===== config.mk =====
export PLATFORM = sky130hd
export DESIGN_NAME = ctl_unlock_seq
export DESIGN_NICKNAME = d
export VERILOG_FILES = /design/src/rtl/ctl_unlock_pkg.sv /design/src/rtl/ctl_cmd_decode.sv /design/src/rtl/ctl_latch_regs.sv /design/src/rtl/ctl_busy_timer.sv /design/src/rtl/ctl_unlock_seq.sv
export SDC_FILE = /design/constraint.sdc
export NUM_CORES = 1
export LEC_CHECK = 0
export BUFFER_PORTS_ARGS = -buffer_cell sky130_fd_sc_hd__buf_2
export CAP_MARGIN = 30
export CORE_ASPECT_RATIO = 1.1
export CORE_MARGIN = 10
export CORE_UTILIZATION = 56
export CTS_CLUSTER_SIZE = 12
export DETAILED_ROUTE_END_ITERATION = 12
export PLACE_DENSITY = 0.8
export SYNTH_ARGS = -nofsm -noshare
export SYNTH_HDL_FRONTEND = slang
export SYNTH_SLANG_ARGS = --single-unit

===== constraint.sdc =====
create_clock -name clk -period 5 [get_ports clk]
set_input_delay 0 -clock clk [delete_from_list [all_inputs] [get_ports clk]]
set_output_delay 0 -clock clk [all_outputs]
set_load 0.05 [all_outputs]

===== src/rtl/ctl_unlock_pkg.sv =====
package ctl_unlock_pkg;

  typedef enum logic [3:0] {
    OP_NONE,
    OP_READ,
    OP_ABORT,
    OP_BUSY,
    OP_SET_WEL,
    OP_ARM,
    OP_COMMIT,
    OP_REARM,
    OP_IGNORE
  } op_e;

  typedef struct packed {
    logic [1:0] wd;
    logic [2:0] bp;
  } nv_t;

  localparam logic [7:0] KEY_WEL = 8'h02;
  localparam logic [7:0] KEY_ARM = 8'h06;

  // byte looks like a commit: top bit clear, bit 1 set
  function automatic logic commit_shape(input logic [7:0] d);
    return (d[7] == 1'b0) && (d[1] == 1'b1);
  endfunction

  // bit 2 set in a commit means re-arm only
  function automatic logic commit_rearms(input logic [7:0] d);
    return d[2];
  endfunction

  function automatic nv_t extract_nv(input logic [7:0] d);
    nv_t n;
    n.wd = d[6:5];
    n.bp = {d[4], d[3], d[0]};
    return n;
  endfunction

  function automatic logic [7:0] pack_view(input nv_t n, input logic rwel, input logic wel);
    return {1'b0, n.wd, n.bp[2], n.bp[1], rwel, wel, n.bp[0]};
  endfunction

  function automatic logic op_is_nack(input op_e op);
    return (op == OP_ABORT) || (op == OP_BUSY);
  endfunction

endpackage


===== src/rtl/ctl_cmd_decode.sv =====
module ctl_cmd_decode
  import ctl_unlock_pkg::*;
#(
  parameter int COUNT_W = 4
) (
  input  logic               wr_valid,
  input  logic               rd_valid,
  input  logic [7:0]         wr_data,
  input  logic [COUNT_W-1:0] wr_count,
  input  logic               wel,
  input  logic               rwel,
  input  logic               busy,
  output op_e                op
);

  localparam logic [COUNT_W-1:0] ONE_BYTE = COUNT_W'(1);

  logic single_byte;
  logic armed;

  assign single_byte = (wr_count == ONE_BYTE);
  assign armed       = wel && rwel;

  always_comb begin
    op = OP_NONE;
    if (wr_valid) begin
      if (busy) begin
        op = OP_BUSY;
      end else if (!single_byte) begin
        op = OP_ABORT;
      end else if (armed && commit_shape(wr_data)) begin
        op = commit_rearms(wr_data) ? OP_REARM : OP_COMMIT;
      end else if (wr_data == KEY_WEL) begin
        op = OP_SET_WEL;
      end else if ((wr_data == KEY_ARM) && wel) begin
        op = OP_ARM;
      end else begin
        op = OP_IGNORE;
      end
    end else if (rd_valid) begin
      op = OP_READ;
    end
  end

  // without both latches no commit may be decoded
  always_comb begin
    if (!armed) begin
      assert_no_commit_unarmed_R6: assert ((op != OP_COMMIT) && (op != OP_REARM))
        else $error("commit decoded while not armed");
    end
  end

endmodule


===== src/rtl/ctl_latch_regs.sv =====
module ctl_latch_regs
  import ctl_unlock_pkg::*;
(
  input  logic       clk,
  input  logic       rst_n,
  input  op_e        op,
  input  logic [7:0] wr_data,
  input  logic       prot_hit,
  output logic       wel,
  output logic       rwel,
  output nv_t        nv,
  output logic       commit_fire
);

  logic wel_q, rwel_q;
  logic wel_d, rwel_d;
  nv_t  nv_q, nv_d;

  assign commit_fire = (op == OP_COMMIT);

  always_comb begin
    wel_d  = wel_q;
    rwel_d = rwel_q;
    nv_d   = nv_q;
    case (op)
      OP_SET_WEL: wel_d = 1'b1;
      OP_ARM: begin
        wel_d  = 1'b1;
        rwel_d = 1'b1;
      end
      OP_COMMIT: begin
        nv_d   = extract_nv(wr_data);
        rwel_d = 1'b0;
      end
      default: ;
    endcase
    if (prot_hit) rwel_d = 1'b0;
  end

  always_ff @(posedge clk or negedge rst_n) begin
    if (!rst_n) begin
      wel_q  <= 1'b0;
      rwel_q <= 1'b0;
      nv_q   <= '0;
    end else begin
      wel_q  <= wel_d;
      rwel_q <= rwel_d;
      nv_q   <= nv_d;
    end
  end

  assign wel  = wel_q;
  assign rwel = rwel_q;
  assign nv   = nv_q;

  // arm latch can only rise when write-enable was already set
  assert_arm_needs_wel_R3: assert property (@(posedge clk) disable iff (!rst_n)
    $rose(rwel_q) |-> $past(wel_q))
    else $error("arm latch set without write enable");

  // persistent fields move only on a commit
  assert_nv_only_on_commit_R4: assert property (@(posedge clk) disable iff (!rst_n)
    !commit_fire |=> $stable(nv_q))
    else $error("persistent bits changed without commit");

  // protect violation disarms
  assert_prot_clears_arm_R10: assert property (@(posedge clk) disable iff (!rst_n)
    prot_hit |=> !rwel_q)
    else $error("arm latch survived protect violation");

endmodule


===== src/rtl/ctl_busy_timer.sv =====
module ctl_busy_timer #(
  parameter int BUSY_CYCLES = 2_000_000
) (
  input  logic clk,
  input  logic rst_n,
  input  logic start,
  output logic busy
);

  localparam int CNT_W = (BUSY_CYCLES < 2) ? 1 : $clog2(BUSY_CYCLES + 1);
  localparam logic [CNT_W-1:0] LOAD_VAL = CNT_W'(BUSY_CYCLES);

  logic [CNT_W-1:0] cnt_q;

  function automatic logic [CNT_W-1:0] next_count(input logic [CNT_W-1:0] c, input logic ld);
    if (ld) return LOAD_VAL;
    if (c != '0) return c - 1'b1;
    return c;
  endfunction

  always_ff @(posedge clk or negedge rst_n) begin
    if (!rst_n) cnt_q <= '0;
    else        cnt_q <= next_count(cnt_q, start);
  end

  assign busy = (cnt_q != '0);

  // a commit always opens the busy window
  assert_busy_after_commit_R4: assert property (@(posedge clk) disable iff (!rst_n)
    start |=> busy)
    else $error("busy not raised after commit");

  // without a commit an idle timer stays idle
  assert_idle_stays_idle_R5: assert property (@(posedge clk) disable iff (!rst_n)
    (!busy && !start) |=> !busy)
    else $error("busy rose without commit");

endmodule


===== src/rtl/ctl_unlock_seq.sv =====
module ctl_unlock_seq
  import ctl_unlock_pkg::*;
#(
  parameter int BUSY_CYCLES = 2_000_000,
  parameter int COUNT_W     = 4
) (
  input  logic               clk,
  input  logic               rst_n,
  input  logic               wr_valid,
  input  logic [7:0]         wr_data,
  input  logic [COUNT_W-1:0] wr_count,
  input  logic               rd_valid,
  input  logic               prot_hit,
  output logic [7:0]         reg_q,
  output logic               resp_valid,
  output logic               resp_ack,
  output logic               busy
);

  op_e  op;
  logic wel, rwel;
  nv_t  nv;
  logic commit_fire;
  logic event_seen;
  logic resp_valid_q, resp_ack_q;

  ctl_cmd_decode #(.COUNT_W(COUNT_W)) u_decode (
    .wr_valid (wr_valid),
    .rd_valid (rd_valid),
    .wr_data  (wr_data),
    .wr_count (wr_count),
    .wel      (wel),
    .rwel     (rwel),
    .busy     (busy),
    .op       (op)
  );

  ctl_latch_regs u_latches (
    .clk         (clk),
    .rst_n       (rst_n),
    .op          (op),
    .wr_data     (wr_data),
    .prot_hit    (prot_hit),
    .wel         (wel),
    .rwel        (rwel),
    .nv          (nv),
    .commit_fire (commit_fire)
  );

  ctl_busy_timer #(.BUSY_CYCLES(BUSY_CYCLES)) u_timer (
    .clk   (clk),
    .rst_n (rst_n),
    .start (commit_fire),
    .busy  (busy)
  );

  assign event_seen = (op != OP_NONE);

  always_ff @(posedge clk or negedge rst_n) begin
    if (!rst_n) begin
      resp_valid_q <= 1'b0;
      resp_ack_q   <= 1'b0;
    end else begin
      resp_valid_q <= event_seen;
      resp_ack_q   <= event_seen && !op_is_nack(op);
    end
  end

  assign reg_q      = pack_view(nv, rwel, wel);
  assign resp_valid = resp_valid_q;
  assign resp_ack   = resp_ack_q;

  // a multi-byte or empty write is refused
  assert_multibyte_nack_R7: assert property (@(posedge clk) disable iff (!rst_n)
    (wr_valid && (wr_count != COUNT_W'(1))) |=> (resp_valid && !resp_ack))
    else $error("multi-byte write not refused");

  // writes during busy are refused and leave the view alone
  assert_busy_write_nack_R8: assert property (@(posedge clk) disable iff (!rst_n)
    (wr_valid && busy) |=> (resp_valid && !resp_ack))
    else $error("write during busy not refused");

  assert_busy_write_stable_R8: assert property (@(posedge clk) disable iff (!rst_n)
    (wr_valid && busy && !prot_hit) |=> $stable(reg_q))
    else $error("write during busy changed state");

  // a read never touches the register
  assert_read_no_effect_R9: assert property (@(posedge clk) disable iff (!rst_n)
    (rd_valid && !wr_valid && !prot_hit) |=> ($stable(reg_q) && resp_ack))
    else $error("read disturbed register");

  // one response per event, none otherwise
  assert_resp_follows_event_R11: assert property (@(posedge clk) disable iff (!rst_n)
    (wr_valid || rd_valid) |=> resp_valid)
    else $error("missing response");

  assert_no_spurious_resp_R11: assert property (@(posedge clk) disable iff (!rst_n)
    !(wr_valid || rd_valid) |=> !resp_valid)
    else $error("spurious response");

endmodule


Yosys cells after proc, flatten, opt, wreduce, memory -nomap -nowiden
Index checks and enable logic that the tools add are counted.
- bits in registers: 30
- word-level logic and storage cells: 46
- input port bits: 17
- output and inout bits: 11
- mux-type cells: 17
- add/sub/neg operators: 1
- bitwise operators: 1
- equality and inequality tests: 8
- reductions and logical operators: 12
- operators by type and width (operator ; number):
    $mux W21 ; 4
    $mux W4 ; 6
    $reduce_bool A21 Y1 ; 1
    $sub A21 B1 Y21 const B ; 1
    $eq A4 B3 Y1 const B ; 3
    $eq A4 B2 Y1 const B ; 2
    $eq A8 B2 Y1 const B ; 1
    $eq A8 B3 Y1 const B ; 1
    $mux W1 ; 6
    $logic_and A1 B1 Y1 ; 5
    $eq A4 B1 Y1 const B ; 1
    $reduce_bool A4 Y1 ; 1
    $reduce_bool A3 Y1 ; 1
    $pmux W1 S2 ; 1
    $reduce_bool A2 Y1 ; 1
    $reduce_or A2 Y1 ; 1
    $logic_not A1 Y1 ; 1
    $logic_or A1 B1 Y1 ; 1
    $not A1 Y1 ; 1

Logic depth before layout (Yosys ltp)
Gate-level depths: netlist (run 1).
- depth in word-level cells: 13
- depth in mapped cells: 8
- mapped depth without buffers: 7

By module
A second synthesis (run 1) with hierarchy kept.
- cells, all modules: 173
- area total of the unflattened synthesis: 1722.9 um2
- modules (own cells, without submodules) (module ; times used ; cells an instance ; area each (um2) ; sequential area each (um2)):
    ctl_busy_timer ; 1 ; 128 ; 1192.4 ; 525.5
    ctl_latch_regs ; 1 ; 19 ; 292.8 ; 175.2
    ctl_cmd_decode ; 1 ; 15 ; 141.4 ; 0.0
    ctl_unlock_seq ; 1 ; 11 ; 96.3 ; 50.0

Least setup slack after synthesis (run 1)
No wires, ideal clock.
- path type: reg2reg
- start: register u_timer.cnt_q[0]
- end: register u_latches.nv_q (netlist bit u_latches.nv[0])
- buffers on the path: 0
- arrival: 2.373 ns
- data required time: 4.875 ns
- setup time: 0.125 ns
- stages on the path, launching flop included: 7
- path slack: 2.502 ns
- clock period less this slack: 2.498 ns
- path through: dfrtp_1 inv_1 ha_1 or4b_1 or3_4 nor4_4 mux2_2
- longest elaborated chain between the ends: 4
- RTL lines (element ; line ; source):
    start: declaration ; ctl_busy_timer.sv:13 ; logic [CNT_W-1:0] cnt_q;
    start signal: assignment ; ctl_busy_timer.sv:23 ; else cnt_q <= next_count(cnt_q, start);
    $reduce_bool A21 Y1 ; ctl_busy_timer.sv:26 ; assign busy = (cnt_q != '0);
    $mux W4 ; ctl_cmd_decode.sv:27 ; if (busy) begin
    $mux W4 ; ctl_cmd_decode.sv:26 ; if (wr_valid) begin
    $eq A4 B3 Y1 ; ctl_latch_regs.sv:25 ; case (op)
    end signal: assignment ; ctl_latch_regs.sv:48 ; nv_q <= nv_d;
    end: declaration ; ctl_latch_regs.sv:17 ; nv_t nv_q, nv_d;
No other way between the ends.
A chain may end at the register's enable or synchronous reset.

Worst setup path after layout (run 1)
- start: register u_timer.cnt_q[0]
- end: register u_latches.wel_q (netlist: u_latches.wel)
- longest elaborated chain between the ends: 5
- elaborated cells on any way between the ends: 6
- those cells by class: eq/ne: 2; mux: 2; reduce/logical: 2
- RTL lines (element ; line ; source):
    $reduce_bool A21 Y1 * ; ctl_busy_timer.sv:26 ;
    $mux W4 * ; ctl_cmd_decode.sv:27 ;
    $mux W4 * ; ctl_cmd_decode.sv:26 ;
    $eq A4 B3 Y1 ; ctl_latch_regs.sv:25 ;
    $reduce_or A2 Y1 (no source line) * ; n/a ;
    end signal: assignment ; ctl_latch_regs.sv:46 ; wel_q <= wel_d;
    end: declaration ; ctl_latch_regs.sv:15 ; logic wel_q, rwel_q;
Every way passes the cells marked *; elsewhere a longest branch is shown, timed or not.

==> results of run 1 <==
final timing paths:
check / end / slack (ns) / cells past startpoint
worst max-delay path: u_latches.wel / 2.20 / 8
worst max register to register: u_latches.wel / 2.20 / 8
min in group asynchronous: u_latches.nv[2] / 0.23 / 2
max in group asynchronous: u_timer.cnt_q[7] / 4.35 / 2
worst min-delay path: u_latches.rwel / 0.06 / 4
worst min register to register: u_timer.cnt_q[5] / 0.50 / 1
cells in the final DEF, fill, tap and decap left out, types with 2 or more instances in the layout:
cell type | netlist | final
xor2_1 | 6 | 6
dfrtp_1 | 30 | 30
mux2_2 | 6 | 6
inv_1 | 3 | 3
nand4b_1 | 4 | 4
clkbuf_4 | 0 | 5
nand3_1 | 5 | 5
nand3b_1 | 2 | 2
nor4_1 | 4 | 4
nand2_1 | 8 | 8
o211ai_1 | 2 | 2
xnor2_1 | 6 | 6
mux2i_1 | 2 | 2
nand4_1 | 2 | 2
nor3_1 | 7 | 7
dlygate4sd3_1 | 0 | 12
or2_2 | 2 | 2
buf_2 | 0 | 26
or4_1 | 6 | 6
or3_1 | 2 | 2
nor2_1 | 15 | 15
o31ai_1 | 2 | 2
o21ai_0 | 3 | 3
cell families after synthesis:
| family | synth area share [%] |
|---|---|
| and+or+nand+nor | 26.8 |
| DFF | 50.3 |
| buffers and inverters | 2.77 |
| other | 0.251 |
| xor gates and xnor gates | 7.05 |
| adders and majority gates | 0.839 |
| AOI/OAI and AO/OA | 6.12 |
| muxes | 5.87 |
per-stage QoR:
| stage | setup WS (ns) | power (mW) | util, % | area (sq um) |
|---|---|---|---|---|
| after floorplan | 2.50 | 0.255 | - | 1490 |
| after detailed placement | 2.29 | 0.267 | 64.7 | 1630 |
| after CTS | 2.26 | 0.421 | 71.8 | 1810 |
| final | 2.20 | 0.416 | 71.8 | 1810 |
| after global routing | 2.04 | 0.435 | 71.8 | 1810 |
| after global placement | 2.38 | 0.267 | 64.7 | 1630 |
routing by layer:
layer  part of all wire, %  vias to the layer above  global-route usage, %
li1                      -                      584                      -
met1                    38                      589                   14.1
met2                    53                       43                   24.3
met3                   7.0                       11                   4.52
met4                   1.9                        0                   8.05
met5                     0                        -                      0
synthesized netlist by cell type (2+ instances only):
| master | n |
|---|---|
| or2_2 | 2 |
| nand3_1 | 5 |
| nor3_1 | 7 |
| o21ai_0 | 3 |
| xor2_1 | 6 |
| xnor2_1 | 6 |
| nand2_1 | 8 |
| nor2_1 | 15 |
| nand4b_1 | 4 |
| mux2i_1 | 2 |
| inv_1 | 3 |
| nor4_1 | 4 |
| nand4_1 | 2 |
| clkbuf_1 | 2 |
| buf_4 | 3 |
| or4_1 | 6 |
| o31ai_1 | 2 |
| nand3b_1 | 2 |
| mux2_2 | 6 |
| or3_1 | 2 |
| o211ai_1 | 2 |
| dfrtp_1 | 30 |
flip-flops by register name (all words and copies together), names as in the netlist:
register        cells
u_latches.nv        5
u_latches.wel       1
resp_valid          1
u_timer.cnt_q      21
u_latches.rwel      1
resp_ack            1
tightest hold or removal path: cells and delay by family:
family,cells,cell delay [ns]
compound gates,2,0.15
buf+inv,1,0.08
simple gates,1,0.10
area by class of cell:
class | count | area [sq um]
clock buffer | 7 | 55.1
timing repair buffer | 38 | 250
sequential | 30 | 751
multi-input combinational | 102 | 699
fill | 187 | 709
tap | 31 | 38.8
clock inverter | 1 | 5.00
inverter | 3 | 11.3
where the power goes:
| group | switching [mW] | internal [mW] |
|---|---|---|
| combinational | 0.0143 | 0.0119 |
| sequential | 0.000157 | 0.243 |
| clock | 0.0784 | 0.0680 |
timing repair:
action	in CTS	in global routing
hold buffers	12	0
setup endpoints to repair	0	0
hold endpoints to repair	39	0
==> summary.md, run 1 <==
| Metric | Value |
|---|---|
| Die X | 69.2 um |
| Placed insts | 192 |
| Die Height | 74.1 um |
| Critical Path RT | 5.26 ns |
| Critical path buffers and inverters | 2 |
| P&R area growth vs syn | 21.4% |
| Cell breakdown of the critical path | inv_1, ha_1, or4b_1, or3_4, nor2_1, nand4b_1, o21bai_1, dlygate4sd3_1 |
| Initial DRC Count | 72 |
| Area contributors post-synth | dfrtp_1 (50%), mux2_2 (4.5%), nor2_1 (3.8%) |
| F_max | 357 MHz |
| H-tree levels | 2 |
| RSZ-0062 raised after global routing | no |
| First-pass GRT wire length | 5780 um |
| IO buf count | 26 |
| Status | finished, final reports clean |
| Hold_ws | 0.0589 ns |
| Crit path launch type | register |
| Minimum clock period | 2.80 ns |
| Count of different cell masters after synthesis | 40 |
| Top FF cell, synth | dfrtp_1 |
| GPL Wtd Cong | 0.865 |
| Worst Hold Class | input port to register |
| DR DRC count | 0 |
| Vias in the first global route | 1,275 |
| Yosys top cell area share | 50.3% |
| Area of the core | 0.00252 sq mm |
| Maxcap violations | 0 |
| CP Capture Type | register |
| Clock latency on the worst-skew pair | 0.33 ns |
| Gr usage total | 13.7% |
| Via density | 5.79 |
| Beginning of the worst hold path | wr_count[3] |
| Worst Path Arrival | 3.06 ns |
| Start of the worst register-to-register path | u_timer.cnt_q[0] |
| Initial core utilization | 59.2% |
| Initial antenna violation count | 0 |
| Clock buffer depth | 2 |
| TritonCTS clock tree | done |
| Post-synth EDFFs | 0 |
| Max Slew Vio Count | 0 |
| IR drop worst, VDD | 0.169 mV |
| Mapped Cells | 140 |
| Seq cells post-synth | 30 |
| Setup Buffers After CTS | 0 |
| Largest net degree at the start of global routing | 31 |
| Synthesis Warnings | 0 |
| Crit share post-route | 56.1% |
| Area leader, netlist | dfrtp_1 |
| Critical Path Max Stage Delay | 0.57 ns |
| Vias | 1,227 |
| Final hold vios | 0 |
| CP Max Fanout | 7 |
| Syn nets | 158 |
| Setup Total Neg Slack | 0 ns |
| Cell family with most CP delay | simple AND/OR/NAND/NOR gates |
| CTS Buf Count | 5 |
| Share of layout cells above drive strength 1 | 24.3% |
| Wire length per cell | 16.4 um |
| Clk sink count | 30 |
| Sequential share of the synthesized area | 50.3% |
| Mapped Area | 0.00149 sq mm |
| Avg Synthesized Cell Area | 10.7 sq um |
| Clock Root Buffer | clkbuf_4 |
| Max Clock Skew | 0.00922 ns |
| Asr flop ratio synth | 100% |
| Routed Antenna Nets | 0 |
| Crit path kind | register to register |
| Worst path slowest cell | dlygate4sd3_1 |
| CP startpoint | u_timer.cnt_q[0] |
| Post-DP HPWL | 2510 um |
| Nets | 198 |
| Diode count | 0 |
| Fin cells | 212 |
| # rows | 19 |
| Die footprint | 0.00513 sq mm |
| Leak | 0.845 nW |
| First drt pass iteration count | 4 |
| Post-CTS sizing | 0 |
| PwrDens | 230 mW/mm^2 |
| Post-Route WL | 3490 um |
| Grt ovf | 0 |
| Worst-path clk slew | 0.09 ns |
| Least-Margin Pin Slew | 0.650 ns |
| Final setup viols | 0 |
| Max_slew headroom | 56.6% |
| Num ports | 28 |
(Power assumes the default switching activity.)
==> run 2: changes to the inputs <==
--- a/config.mk
+++ b/config.mk
@@ -9,10 +9,10 @@
 export CAP_MARGIN = 30
 export CORE_ASPECT_RATIO = 1.1
 export CORE_MARGIN = 10
-export CORE_UTILIZATION = 56
+export CORE_UTILIZATION = 49
 export CTS_CLUSTER_SIZE = 12
 export DETAILED_ROUTE_END_ITERATION = 12
-export PLACE_DENSITY = 0.8
+export PLACE_DENSITY = 0.75
 export SYNTH_ARGS = -nofsm -noshare
 export SYNTH_HDL_FRONTEND = slang
 export SYNTH_SLANG_ARGS = --single-unit
==> constraint.sdc (replaced) <==
create_clock -name clk -period 2.35 [get_ports clk]
set_input_delay 0 -clock clk [delete_from_list [all_inputs] [get_ports clk]]
set_output_delay 0 -clock clk [all_outputs]
set_load 0.05 [all_outputs]
==> run 2 against run 1 <==
Compared with the run above:
- sequential share of layout area down 1.1 points
- critical path depth shrank 2
- global-route usage down 0.44 points
- worst setup slack worse by 2.1 ns
- core utilization fell by 6.6 points
- register-to-register slack worse by 2.1 ns
- power grew 110%
- cell count is 3.3% higher
- combinational power grew 110%
- sequential cell count is the same
- hold slack got worse by 0.045 ns
- first-iteration DRC count grew 25%
- critical endpoint is now u_timer.cnt_q[15]
==> summary.md, run 2 (synthesis gave the netlist of run 1 again) <==
| Metric | Value |
|---|---|
| IO buf count | 26 (unchanged) |
| Leak | 0.873 nW (+3.4%) |
| Start of the worst register-to-register path | u_timer.cnt_q[2] |
| Critical Path RT | 2.63 ns (-2.63 ns) |
| Worst path slowest cell | or4_1 |
| R2R depth | 6 (-2) |
| F_max | 440 MHz (+23%) |
| Crit path launch type | register |
| Cell mode on critical path | or4_1 |
| Clock latency on the worst-skew pair | 0.33 ns (about the same) |
| Grt ovf | 0 (unchanged) |
| Num ports | 28 (unchanged) |
| PwrDens | 468 mW/mm^2 (+100%) |
| Post-DP HPWL | 2540 um (+1.2%) |
| Clk sink count | 30 (unchanged) |
| Least-Margin Pin Slew | 0.656 ns (+0.00537 ns) |
| Reg2Reg Setup Slack | 0.08 ns (-2.12 ns) |
| Max FFs per register | 21 (unchanged) |
| Share of layout cells above drive strength 1 | 28.5% (+4.2 points) |
| Most common cell after layout, fill and taps aside | dfrtp_1 |
| IR drop worst, VDD | 0.401 mV (+140%) |
| Clock buffer depth | 2 (unchanged) |
| Via density | 5.86 (+1.2%) |
| Maxcap violations | 0 (unchanged) |
| P&R area growth vs syn | 24.7% |
| Commonest non-fill, non-tap cells in the layout | dfrtp_1 (30), buf_2 (26), nor2_1 (15) |
| Status | finished, final reports clean |
| Final hold vios | 0 (unchanged) |
| First drt pass iteration count | 4 (unchanged) |
| Clock Root Buffer | clkbuf_4 |
| Critical Path Max Stage Delay | 0.60 ns (+0.03 ns) |
| Die X | 72.6 um (+4.9%) |
| Vias in the first global route | 1,321 (+3.6%) |
| Area of the core | 0.00285 sq mm (+13%) |
| First-pass GRT wire length | 5940 um (+2.7%) |
| Worst-path clk slew | 0.08 ns (about the same) |
| Final core utilization | 65.2% (-6.6 points) |
| Largest net degree at the start of global routing | 31 (unchanged) |
| Reg-to-reg endpoint | u_timer.cnt_q[15] |
| Crit share post-route | 96.7% (+41 points) |
| Beginning of the worst hold path | wr_count[3] |
| CTS Buf Count | 5 (unchanged) |
| Diode count | 0 (unchanged) |
| Initial antenna violation count | 0 (unchanged) |
| Max Slew Vio Count | 0 (unchanged) |
| Final setup viols | 0 (unchanged) |
| Die Height | 77.9 um (+5.0%) |
| Vias | 1,283 (+4.6%) |
| Gr usage total | 13.3% (-0.44 points) |
| Cell breakdown of the critical path | or4_1, nor3_1, o211ai_1, buf_4, or4_1, nand3_1 |
| Die footprint | 0.00565 sq mm (+10%) |
| Initial DRC Count | 90 (+25%) |
| GPL Wtd Cong | 0.884 (+2.1%) |
| Max_slew headroom | 56.3% (-0.36 points) |
| TritonCTS clock tree | done |
| Setup Total Neg Slack | 0 ns (unchanged) |
| Routed Antenna Nets | 0 (unchanged) |
| Most flop-heavy register | u_timer.cnt_q |
| Worst Path Arrival | 2.55 ns (-0.51 ns) |
| Hold_ws | 0.0142 ns (-0.0447 ns) |
| Worst Hold Class | input port to register |
| Max Clock Skew | 0.00545 ns (-0.00377 ns) |
| Hold Path Sink | u_latches.rwel |
| Wire length per cell | 16.0 um (-2.4%) |
| Initial core utilization | 52.3% (-6.9 points) |
| CP Max Fanout | 6 (-1) |
| Minimum clock period | 2.27 ns (-0.531 ns) |
| Nets | 205 (+3.5%) |
| H-tree levels | 2 (unchanged) |
| Hold Crit Depth | 4 (unchanged) |
| Post-Route WL | 3510 um (+0.80%) |
| Crit path kind | register to register |
| CP Capture Type | register |
| DR DRC count | 0 (unchanged) |
| # rows | 20 (+1) |
==> run 2: where the power goes <==
group          switching, mW  leakage, nW  internal [mW]
registers           0.000368        0.386          0.517
clock network          0.163       0.0302          0.134
logic                 0.0298        0.457         0.0252
==> run 2: final cells by class <==
type,count,area (sq um)
clock buffer,6,51.3
fill,224,992
inverter,3,11.3
multi-input combinational,102,706
sequential,30,751
tap,33,41.3
timing repair buffer,45,300
==> run 2: critical path, delay by kind of cell, from the launching register on <==
family	cells	cell delay, ns
buffers and inverters	1	0.19
AO/OA/AOI/OAI	1	0.18
flip-flops	1	0.43
AND/OR/NAND/NOR	4	1.41
==> run 2: repair_timing <==
| item | 4_1_cts | 5_1_grt |
|---|---|---|
| gates resized for setup | 0 | 1 |
| buffers inserted | 1 | 1 |
| endpoints found under the setup margin | 1 | 6 |
| hold buffers | 11 | 0 |
| pin swaps | 1 | 1 |
| hold endpoints to repair | 39 | 0 |
==> run 2: metrics by stage <==
step	setup slack, ns	cell area (sq um)	std cells	total power [mW]
6_report	0.0774	1860	219	0.870
5_1_grt	-0.00559	1860	219	0.907
4_1_cts	0.0117	1850	218	0.877
3_5_place_dp	0.00635	1680	200	0.570
3_3_place_gp	0.0761	1680	200	0.569
2_1_floorplan	-0.0123	1490	140	0.543
==> run 2: worst max path at each step <==
stage	startpoint	to	slack, ns	cells past startpoint
after global placement	u_timer.cnt_q[0]	u_latches.nv[4]	0.08	7
after global routing	u_timer.cnt_q[3]	u_timer.cnt_q[15]	-0.006	6
after detailed placement	u_timer.cnt_q[0]	u_timer.cnt_q[9]	0.006	7
final	u_timer.cnt_q[2]	u_timer.cnt_q[15]	0.08	6
after CTS	u_timer.cnt_q[0]	u_latches.nv[0]	0.01	7
after floorplan	u_timer.cnt_q[0]	u_latches.nv[0]	-0.01	6
==> run 2: routing by layer <==
metal  share of wire [%]  wire length [um]  global-route usage [%]
met3                 7.5               264                    4.33
met4                 3.2               114                    9.13
met1                  39              1360                    14.4
met2                  50              1770                    21.3
met5                   0                 0                       0
